[src/rtl/vcfg_pkg.sv]
package vcfg_pkg;

   // Decoded type-word fields held as architectural state
   typedef struct packed {
      logic       vma;
      logic       vta;
      logic [2:0] vsew;
      logic [2:0] vlmul;
   } vtype_f_t;

   // log2 of the grouping factor, -3..3 (code 4 is reserved)
   function automatic int lmul_log2(input logic [2:0] code);
      return code[2] ? int'(code) - 8 : int'(code);
   endfunction

   // log2 of the element width in bits
   function automatic int sew_log2(input logic [2:0] code);
      return 3 + int'(code);
   endfunction

endpackage

[src/rtl/vcfg_decode.sv]
module vcfg_decode
   import vcfg_pkg::*;
#(
   parameter int XLEN = 64,
   parameter int ELEN = 64
) (
   input  logic [XLEN-1:0] raw,
   output vtype_f_t        fields,
   output logic            legal
);
   localparam int ELEN_L2 = $clog2(ELEN);

   if (ELEN != 32 && ELEN != 64) begin : g_bad_elen
      $error("vcfg_decode: ELEN must be 32 or 64");
   end

   logic rsvd_hi;
   int   lm, sw, cap;

   always_comb begin
      fields.vma   = raw[7];
      fields.vta   = raw[6];
      fields.vsew  = raw[5:3];
      fields.vlmul = raw[2:0];
      rsvd_hi      = |raw[XLEN-1:8];
      lm           = lmul_log2(raw[2:0]);
      sw           = sew_log2(raw[5:3]);
      cap          = ELEN_L2 + ((lm < 0) ? lm : 0);
      legal        = !rsvd_hi && !raw[5] && (raw[2:0] != 3'd4) && (sw <= cap);
   end

endmodule

[src/rtl/vcfg_vlmax.sv]
module vcfg_vlmax
   import vcfg_pkg::*;
#(
   parameter int VLEN = 128,
   parameter int VL_W = $clog2(VLEN) + 1
) (
   input  vtype_f_t        fields,
   input  logic            legal,
   output logic [VL_W-1:0] vlmax
);
   localparam int VLEN_L2 = $clog2(VLEN);

   if ((1 << VLEN_L2) != VLEN) begin : g_bad_vlen
      $error("vcfg_vlmax: VLEN must be a power of two");
   end

   int         shift;
   logic [7:0] sh;

   always_comb begin
      shift = VLEN_L2 + lmul_log2(fields.vlmul) - sew_log2(fields.vsew);
      sh    = (shift < 0) ? 8'd0 : 8'(shift);
      vlmax = legal ? (VL_W'(1) << sh) : '0;
   end

endmodule

[src/rtl/vcfg_unit.sv]
module vcfg_unit
   import vcfg_pkg::*;
#(
   parameter int XLEN = 64,
   parameter int VLEN = 128,
   parameter int ELEN = 64,
   localparam int VL_W = $clog2(VLEN) + 1
) (
   input  logic            clk,
   input  logic            rst_n,
   input  logic            cfg_valid,
   input  logic            cfg_imm,
   input  logic            vec_enable,
   input  logic            rs1_zero,
   input  logic            rd_zero,
   input  logic [XLEN-1:0] avl_in,
   input  logic [XLEN-1:0] vtype_in,
   input  logic [4:0]      imm_avl,
   input  logic [9:0]      imm_vtype,
   input  logic [XLEN-1:0] pc_in,
   output logic [VL_W-1:0] vl_out,
   output logic [XLEN-1:0] vtype_out,
   output logic            vill_out,
   output logic            rd_valid,
   output logic [XLEN-1:0] rd_wdata,
   output logic            vs_dirty,
   output logic            vstart_clr,
   output logic            illegal,
   output logic [XLEN-1:0] illegal_pc
);
   localparam int AVL_W = 32;

   if (XLEN != 32 && XLEN != 64) begin : g_bad_xlen
      $error("vcfg_unit: XLEN must be 32 or 64");
   end
   if (VLEN < ELEN || VLEN > 65536) begin : g_bad_vlen
      $error("vcfg_unit: VLEN must lie in ELEN..65536");
   end

   // architectural state
   vtype_f_t        cur_q;
   logic            vill_q;
   logic [VL_W-1:0] vl_q;
   logic            wb_q, ill_q;
   logic [XLEN-1:0] ill_pc_q;

   // new type word and its decode
   logic [XLEN-1:0] raw_vt;
   vtype_f_t        new_f;
   logic            new_ok;
   logic [VL_W-1:0] new_vlmax, old_vlmax;

   assign raw_vt = cfg_imm ? XLEN'(imm_vtype) : vtype_in;

   vcfg_decode #(.XLEN(XLEN), .ELEN(ELEN)) u_dec (
      .raw(raw_vt), .fields(new_f), .legal(new_ok)
   );

   vcfg_vlmax #(.VLEN(VLEN), .VL_W(VL_W)) u_new_max (
      .fields(new_f), .legal(new_ok), .vlmax(new_vlmax)
   );

   vcfg_vlmax #(.VLEN(VLEN), .VL_W(VL_W)) u_old_max (
      .fields(cur_q), .legal(!vill_q), .vlmax(old_vlmax)
   );

   // requested count: low AVL_W bits of the register, or the immediate
   logic [AVL_W-1:0] avl_req;
   if (XLEN > AVL_W) begin : g_avl_trunc
      assign avl_req = cfg_imm ? AVL_W'(imm_avl) : avl_in[AVL_W-1:0];
   end else begin : g_avl_full
      assign avl_req = cfg_imm ? AVL_W'(imm_avl) : avl_in;
   end

   function automatic logic [VL_W-1:0] clamp(input logic [AVL_W-1:0] req,
                                             input logic [VL_W-1:0]  lim);
      return (req < AVL_W'(lim)) ? VL_W'(req) : lim;
   endfunction

   logic            nx_fail;
   logic [VL_W-1:0] nx_vl;

   always_comb begin
      nx_fail = 1'b0;
      nx_vl   = '0;
      if (!new_ok) begin
         nx_fail = 1'b1;
      end else if (cfg_imm || !rs1_zero) begin
         nx_vl = clamp(avl_req, new_vlmax);
      end else if (!rd_zero) begin
         nx_vl = new_vlmax;
      end else if (new_vlmax != old_vlmax) begin
         nx_fail = 1'b1;
      end else begin
         nx_vl = clamp(AVL_W'(vl_q), new_vlmax);
      end
   end

   logic accept, reject;
   assign accept = cfg_valid && vec_enable;
   assign reject = cfg_valid && !vec_enable;

   always_ff @(posedge clk or negedge rst_n) begin
      if (!rst_n) begin
         cur_q    <= '0;
         vill_q   <= 1'b1;
         vl_q     <= '0;
         wb_q     <= 1'b0;
         ill_q    <= 1'b0;
         ill_pc_q <= '0;
      end else begin
         wb_q  <= accept;
         ill_q <= reject;
         if (reject) ill_pc_q <= pc_in;
         if (accept) begin
            vill_q <= nx_fail;
            cur_q  <= nx_fail ? '0 : new_f;
            vl_q   <= nx_fail ? '0 : nx_vl;
         end
      end
   end

   assign vl_out     = vl_q;
   assign vill_out   = vill_q;
   assign vtype_out  = vill_q ? {1'b1, {(XLEN-1){1'b0}}} : XLEN'(cur_q);
   assign rd_valid   = wb_q;
   assign rd_wdata   = XLEN'(vl_q);
   assign vs_dirty   = wb_q;
   assign vstart_clr = wb_q;
   assign illegal    = ill_q;
   assign illegal_pc = ill_pc_q;


   disabled_freeze_chk: assert property (@(posedge clk) disable iff (!rst_n)
      ill_q |-> ($stable(vl_q) && $stable(vill_q) && $stable(cur_q) && !wb_q));


   disabled_flag_chk: assert property (@(posedge clk) disable iff (!rst_n)
      (cfg_valid && !vec_enable) |=> (ill_q && !wb_q));


   vill_zero_vl_chk: assert property (@(posedge clk) disable iff (!rst_n)
      vill_q |-> (vl_q == '0));


   vl_bound_chk: assert property (@(posedge clk) disable iff (!rst_n)
      vl_q <= old_vlmax);


   wb_value_chk: assert property (@(posedge clk) disable iff (!rst_n)
      (cfg_valid && vec_enable) |=> (wb_q && rd_wdata == XLEN'(vl_q)));


   wb_pulse_chk: assert property (@(posedge clk) disable iff (!rst_n)
      !(cfg_valid && vec_enable) |=> !wb_q);

endmodule

[config.mk]
export PLATFORM = sky130hd
export DESIGN_NAME = vcfg_unit
export DESIGN_NICKNAME = d
export VERILOG_FILES = /design/src/rtl/vcfg_pkg.sv /design/src/rtl/vcfg_decode.sv /design/src/rtl/vcfg_vlmax.sv /design/src/rtl/vcfg_unit.sv
export SDC_FILE = /design/constraint.sdc
export NUM_CORES = 1
export LEC_CHECK = 0
export BUFFER_PORTS_ARGS = -buffer_cell sky130_fd_sc_hd__buf_4
export CAP_MARGIN = 20
export CORE_AREA = 2 2 163 165
export DETAILED_ROUTE_END_ITERATION = 8
export DIE_AREA = 0 0 165 167
export PLACE_DENSITY_LB_ADDON = 0.15
export SETUP_SLACK_MARGIN = 0.15
export SYNTH_ARGS = -nofsm -noshare
export SYNTH_HDL_FRONTEND = slang
export SYNTH_SLANG_ARGS = --single-unit
[constraint.sdc]
create_clock -name clk -period 5.15 [get_ports clk]
set_input_delay 0.515 -clock clk [delete_from_list [all_inputs] [get_ports clk]]
set_output_delay 0.515 -clock clk [all_outputs]
set_load 0.1 [all_outputs]
==> qor.csv, run 1 <==
stage;metric;value;unit
status;run status;completed;
logic_synthesis;ys async rst share;1.000;
routing;final WL;17220;um
cts;Sink Count;83;
pwr;Leak Pwr;0.004164;uW
floorplan;initial core utilization;0.2309;
timing;Max transition margin;0.4656;
floorplan;Die Footprint;27560;um^2
logic_synthesis;number of flops mapped to enable cells by yosys;0;
cts;Longest Clk Path Bufs;2;
logic_synthesis;Compound-Gate Fraction of Synth Area;0.08351;
global_route;largest net degree at the start of global routing;62;
cts;clk root buf;clkbuf_16;
min_path;worst hold path type;primary input to asynchronous set/reset pin;
timing;crit share post-route;0.9116;
cells_and_area;nets;1135;
logic_synthesis;post-synthesis cell count;578;
cells_and_area;Diodes inserted;0;
floorplan;Rows;59;
timing;Final Max Tran Viols;0;
cells_and_area;final instance area;8756;um^2
worst_setup_path;Worst setup EP type;flop;
placement;Post-DP HPWL;14170;um
pwr;post-layout power;3058;uW
timing;worst slew pin tran;0.8017;ns
global_route;GR Overflow Total;0;
routing;Avg WL per Cell;14.04;um
timing;fin crit period;4.695;ns
logic_synthesis;synthesized flop and latch total;83;
placement;Port Buffers;275;
routing;Final ANT Viol Nets;0;
logic_synthesis;Syn Std Cell Area;5948;um^2
pwr;Peak supply drop;0.0001878;V
logic_synthesis;share of Yosys cell area claimed by the top area cell type;0.3450;
cts;Clock transition at path regs;0.06;ns
worst_setup_path;crit path DAT;4.91;ns
global_route;vias in the first global route;4959;
floorplan;die width;165;um
cts;CTS tree;done;
pwr;pwr dens;349.3;nW/um^2
timing;clk_skew;0.006197;ns
timing;number of setup violations in the final report;0;
cells_and_area;area grow syn2layout;47.20;%
placement;placed insts;1210;
worst_setup_path;CP startpoint kind;primary input;
routing;DR iter-0 viols;134;
cts;H-tree depth;3;
timing;Hold Vio Cnt, Final;0;
cts;TritonCTS Buffers;9;
worst_setup_path;slowest CP cell;fa_1;
logic_synthesis;most common flop cell mapped by yosys;dfrtp_1;
run;max cap viols;0;
placement;placed cell areas;8371;um^2
timing;RSZ-0062 raised after global routing;false;
logic_synthesis;synth warn;0;
cells_and_area;layout cells sized above 1;0.5034;
routing;DRC;0;
floorplan;Die Ht;167;um
timing;setup ws final;0.4553;ns
floorplan;core area;25760;um^2
worst_setup_path;most frequent CP cell;buf_4;
logic_synthesis;top cells by area, synth;dfrtp_1, buf_4, mux2_2;
timing;Max Freq;213.0;MHz
cts;clk_lat worst skew;0.35;ns
placement;dpl ws;0.004055;ns
routing;Via density;4.084;
cells_and_area;most frequent cells in the layout;buf_4, conb_1, dfrtp_1;
logic_synthesis;mean area per synthesized cell;10.29;um^2
floorplan;number of I/O pins;419;
global_route;GR Util All Layers;0.1229;
logic_synthesis;Synth area leader;dfrtp_1;
worst_setup_path;worst-path maximum fanout;8;
worst_setup_path;crit path cell chain;buf_4, mux2i_4, ha_4, xnor2_1, buf_4, xor2_1, buf_4, fa_1, nand2b_1, o22ai_2, nand3_1, nor3_2, nor2b_4, inv_1, ha_1, or2_2, o41ai_4, buf_4, a211oi_4, buf_4, o21a_1, nor3_1, buf_4, o32ai_2;
logic_synthesis;synthesized-area fraction occupied by adder cells;0.07825;
worst_setup_path;max incr delay on CP;0.45;ns
logic_synthesis;Synth Area in Simple Gates;0.1340;
logic_synthesis;Distinct cells, synth;69;
logic_synthesis;xor/xnor share of the synthesized area;0.01031;
worst_setup_path;WP buf/inv;7;
logic_synthesis;register area share after synthesis;0.3494;
cells_and_area;commonest non-fill, non-tap cell in the layout;buf_4;
logic_synthesis;mux contribution to synthesized area;0.1542;
routing;drt first pass iters;4;
worst_setup_path;Critical Path RT;5.37;ns
logic_synthesis;largest family of logic cells by synthesized area;buffers and inverters;
cells_and_area;final cell count without fillers;1227;
global_route;initial antenna violation count;0;
routing;via count;5011;
worst_setup_path;CP top delay family;simple AND/OR/NAND/NOR gates;
global_route;global-route wire length before repair;26610;um
worst_setup_path;critical path class;primary input to flop;
placement;RePlAce Congestion;0.7664;
-- logic make-up (layout without fill, tap and decap cells) --
family / Yosys count / count (layout)
mux: 83 / 83
other cells: 2 / 112
buf+inv: 174 / 378
simple gates: 129 / 129
flops: 83 / 83
compound gates: 65 / 65
xor+xnor: 7 / 7
fa+ha+maj: 35 / 35
-- power breakdown --
part	total (uW)	switching, uW	internal [uW]	leakage [uW]
Sequential	774	42.8	731	0.00101
Combinational	1590	1200	385	0.00300
Clock	696	304	391	0.000154
-- what timing repair did --
| item | in CTS | in global routing |
|---|---|---|
| endpoints found under the setup margin | 0 | 8 |
| hold buffers | 0 | 0 |
| resized for setup | 0 | 11 |
| buffers inserted | 0 | 1 |
-- metrics by stage --
step                      utilization  hold slack (ns)  setup TNS [ns]
final                          0.3399          0.05898               0
after CTS                      0.3372          0.05877               0
after global placement         0.3249           0.4419       -0.002731
after floorplan                     -           0.2194               0
after detailed placement       0.3249           0.4380               0
after global routing           0.3399          0.07462               0
-- cell usage after synthesis, types with 2 or more instances --
cell type and count:
buf_4 122, dfrtp_1 82, mux2_2 69, inv_1 35
ha_1 30, nor4_1 22, nor2b_1 19, nor2_1 16
nand2_1 15, mux2i_1 14, nor3_1 12, o21ai_0 10
clkbuf_1 9, o32ai_1 8, a211oi_1 6, a21oi_1 6
nand2b_1 5, nand3_1 5, nand4_1 5, xnor2_1 5
and4_1 4, buf_2 4, fa_1 4, o22ai_1 4
or2_2 4, and2_1 3, nand3b_1 3, nor4_2 3
o21a_1 3, o31ai_1 3, a21o_1 2, a31oi_1 2
and3b_1 2, buf_1 2, conb_1 2, nor4_4 2
o211ai_1 2, o41ai_1 2, xor2_1 2
-- registers in the layout (all words and copies together), names as in the netlist --
signal	cells
vl_out	8
cur_q	8
illegal	1
vill_out	1
illegal_pc	64
rd_valid	1
-- routing by layer --
metal | GRT usage | part of all wire | up-vias
met1 | 0.1546 | 0.42 | 2360
met3 | 0.02341 | 0.062 | 14
met4 | 0.02609 | 0.010 | 0
met5 | 0 | 0 | -
li1 | - | - | 2432
met2 | 0.2167 | 0.51 | 205
-- area by class of cell --
| type | count | area, um^2 |
|---|---|---|
| flip-flops and latches | 83 | 2078 |
| clock buffers | 9 | 225.2 |
| clock inverters | 7 | 91.34 |
| inverters | 35 | 131.4 |
| well taps | 335 | 419.2 |
| repair buffers | 327 | 2480 |
| fillers | 2665 | 17010 |
| multi-input cells | 431 | 3331 |
-- final timing paths --
path | cells after the start | to | from | slack (ns)
min in group clk | 2 | illegal_pc[59]$_DFFE_PN0P_ | pc_in[59] | 0.39
worst max-delay path | 24 | vl_out[6]$_DFFE_PN0P_ | cfg_imm | 0.46
worst min-delay path | 1 | illegal_pc[31]$_DFFE_PN0P_ | rst_n | 0.06
max in group asynchronous | 2 | vl_out[1]$_DFFE_PN0P_ | rst_n | 3.98
worst max register to register | 16 | vl_out[3]$_DFFE_PN0P_ | cur_q[3]$_DFFE_PN0P_ | 0.89
worst min register to register | 2 | cur_q[7]$_DFFE_PN0P_ | cur_q[7]$_DFFE_PN0P_ | 0.49
Power figures use the tool's default switching activity.
==> inputs of run 2 (changes only) <==
Settings changed: PLACE_DENSITY_LB_ADDON 0.15 to default.
==> run 2 against run 1 <==
Net effect: core utilization down 0.29 points; global-route usage down 0.061 points; clock skew down 0.00081 ns; sequential share of layout area up 0.20 points; flip-flop and latch count unchanged; sequential power up 0.5%; via count down 1.4%; design area down 0.84%; first-iteration DRC count up 10%; wire length up 1.8%; die area unchanged; hold slack better by 0.012 ns.
==> qor.csv, run 2 (synthesis results as in run 1) <==
stage;metric;value;unit
cells_and_area;multi-input logic area;3383;um^2
worst_setup_path;slowest CP cell;fa_2;
status;run status;completed;
timing;Hold Vio Cnt, Final;0;
cells_and_area;fin util;0.3370;
timing;Final Max Tran Viols;0;
worst_setup_path;reg2reg end;vl_out[4]$_DFFE_PN0P_;
placement;Port Buffers;275;
floorplan;Rows;59;
placement;Post-DP HPWL;14480;um
cells_and_area;layout cells sized above 1;0.5034;
global_route;largest net degree at the start of global routing;59;
worst_setup_path;CP startpoint kind;primary input;
timing;RSZ-0062 raised after global routing;false;
pwr;pwr dens;348.4;nW/um^2
placement;placed insts;1195;
worst_setup_path;crit path cell chain;buf_8, mux2i_4, ha_4, ha_1, ha_1, inv_1, fa_2, nand2b_4, o22ai_4, buf_4, nand3_1, nor3_1, nor2b_4, inv_1, ha_1, or2_2, o41ai_4, buf_4, o31ai_4, nor3_4, buf_6, mux2i_4, o32ai_1;
pwr;Peak supply drop;0.0001901;V
cts;clk root buf;clkbuf_16;
routing;Via density;4.074;
worst_setup_path;r2r setup slk;0.71;ns
run;max cap viols;0;
global_route;GR Util All Layers;0.1223;
cts;Sink Count;83;
timing;Fin Setup TNS;0;ns
floorplan;initial core utilization;0.2309;
worst_setup_path;critical path class;primary input to flop;
placement;placed cell areas;8233;um^2
worst_setup_path;crit path from;cfg_imm;
worst_setup_path;crit path DAT;4.93;ns
cells_and_area;final instance area;8682;um^2
routing;DRC;0;
timing;fin crit period;4.748;ns
global_route;GR Overflow Total;0;
cts;Clock transition at path regs;0.07;ns
min_path;worst hold path type;primary input to asynchronous set/reset pin;
pwr;Logic pwr share;0.525;
pwr;P_sw;1535;uW
floorplan;core area;25760;um^2
timing;Max transition margin;0.4189;
routing;Avg WL per Cell;14.45;um
global_route;vias in the first global route;4846;
routing;drt first pass iters;4;
cells_and_area;area grow syn2layout;45.96;%
worst_setup_path;Worst R2R Start;cur_q[3]$_DFFE_PN0P_;
routing;final WL;17530;um
pwr;Switching Fraction;0.5075;
floorplan;Die Footprint;27560;um^2
cells_and_area;max FFs per register;64;
pwr;register share of total power;0.257;
floorplan;number of I/O pins;419;
worst_setup_path;worst-path maximum fanout;9;
cells_and_area;commonest non-fill, non-tap cell in the layout;buf_4;
global_route;global-route wire length before repair;26420;um
worst_setup_path;r2r worst-path depth;15;
worst_setup_path;Worst setup EP type;flop;
pwr;Leak Pwr;0.004096;uW
worst_setup_path;CP endpoint;vl_out[0]$_DFFE_PN0P_;
cells_and_area;final cell count without fillers;1213;
cts;CTS tree;done;
timing;crit share post-route;0.9219;
timing;number of setup violations in the final report;0;
cts;TritonCTS Buffers;9;
worst_setup_path;most frequent CP cell;ha_1;
pwr;Clock power frac;0.218;
placement;RePlAce Congestion;0.7637;
timing;worst slew pin tran;0.8689;ns
routing;Final ANT Viol Nets;0;
routing;DR iter-0 viols;148;
cells_and_area;Diodes inserted;0;
cts;H-tree depth;3;
timing;clk_skew;0.005389;ns
cells_and_area;Fillers;2692;
routing;via count;4942;
cells_and_area;most frequent cells in the layout;buf_4, conb_1, dfrtp_1;
cts;Longest Clk Path Bufs;2;
cells_and_area;Seq. cell area;2078;um^2
cts;Hold Buf Count CTS;0;
worst_setup_path;Critical Path RT;5.33;ns
timing;Max Freq;210.6;MHz
cts;clk_lat worst skew;0.34;ns
floorplan;die width;165;um
global_route;initial antenna violation count;0;
worst_setup_path;max incr delay on CP;0.39;ns
pwr;internal power;1490;uW
floorplan;Die Ht;167;um
cells_and_area;nets;1121;
timing;Hold WS;0.07058;ns
run 2: cell count changes in the layout (fill, tap and decap cells not counted), moves of 2 or more:
cell / before / now
inv_8: 4 / 0
mux2i_1: 12 / 8
mux2i_2: 0 / 2
buf_6: 0 / 3
a211oi_2: 1 / 3
buf_12: 2 / 0
buf_4: 325 / 309
clkinv_4: 0 / 2
mux2i_4: 2 / 4
run 2: worst min-delay path by stage:
stage	to	slack, ns	cells past startpoint
4_1_cts	illegal_pc[49]$_DFFE_PN0P_	0.07	1
5_1_grt	illegal_pc[49]$_DFFE_PN0P_	0.08	1
2_1_floorplan	cur_q[0]$_DFFE_PN0P_	0.22	0
3_5_place_dp	illegal_pc[54]$_DFFE_PN0P_	0.45	1
3_3_place_gp	illegal_pc[54]$_DFFE_PN0P_	0.44	1
6_report	illegal_pc[49]$_DFFE_PN0P_	0.07	1
run 2: metal layers:
metal  GRT usage  wire length, um  vias up  share of wire
li1            -                -     2404              -
met1      0.1656             7695     2344           0.44
met2      0.2056             8753      181           0.50
met3     0.01768              898       13          0.051
met4     0.02647              177        0          0.010
met5           0                0        -              0
run 2: worst max-delay path: cells and delay by family:
| family | cells | cell delay (ns) |
|---|---|---|
| buffers and inverters | 6 | 0.74 |
| adder cells (fa/ha/maj) | 5 | 1.27 |
| AO/OA/AOI/OAI | 4 | 0.56 |
| AND/OR/NAND/NOR | 6 | 1.27 |
| multiplexers | 2 | 0.53 |
run 2: cell type report:
cell class / instances / area share
clock buffer: 9 / 0.02594
clock inverter: 7 / 0.008791
inverter: 35 / 0.01513
multi-input combinational: 431 / 0.3897
sequential: 83 / 0.2394
tap: 335 / 0.04828
timing repair buffer: 313 / 0.2728
run 2: metrics by stage:
| step | total power, uW | worst slack [ns] |
|---|---|---|
| 3_3_place_gp | 2340 | -0.06527 |
| 4_1_cts | 3026 | 0.2111 |
| 3_5_place_dp | 2353 | -0.1414 |
| 6_report | 3025 | 0.4022 |
| 5_1_grt | 3151 | 0.1621 |
| 2_1_floorplan | 2056 | 0.1840 |
run 2: power groups by stage:
stage          registers, uW  clock network (uW)  logic (uW)
2_1_floorplan           1350                   0         710
3_3_place_gp             786                   0        1550
3_5_place_dp             790                   0        1560
4_1_cts                  778                 682        1570
5_1_grt                  789                 709        1650
6_report                 778                 659        1590
run 2: what timing repair did:
action	in CTS	in global routing
gates resized for setup	0	25
hold endpoints to repair	0	0
setup endpoints to repair	0	8
buffers inserted	0	2
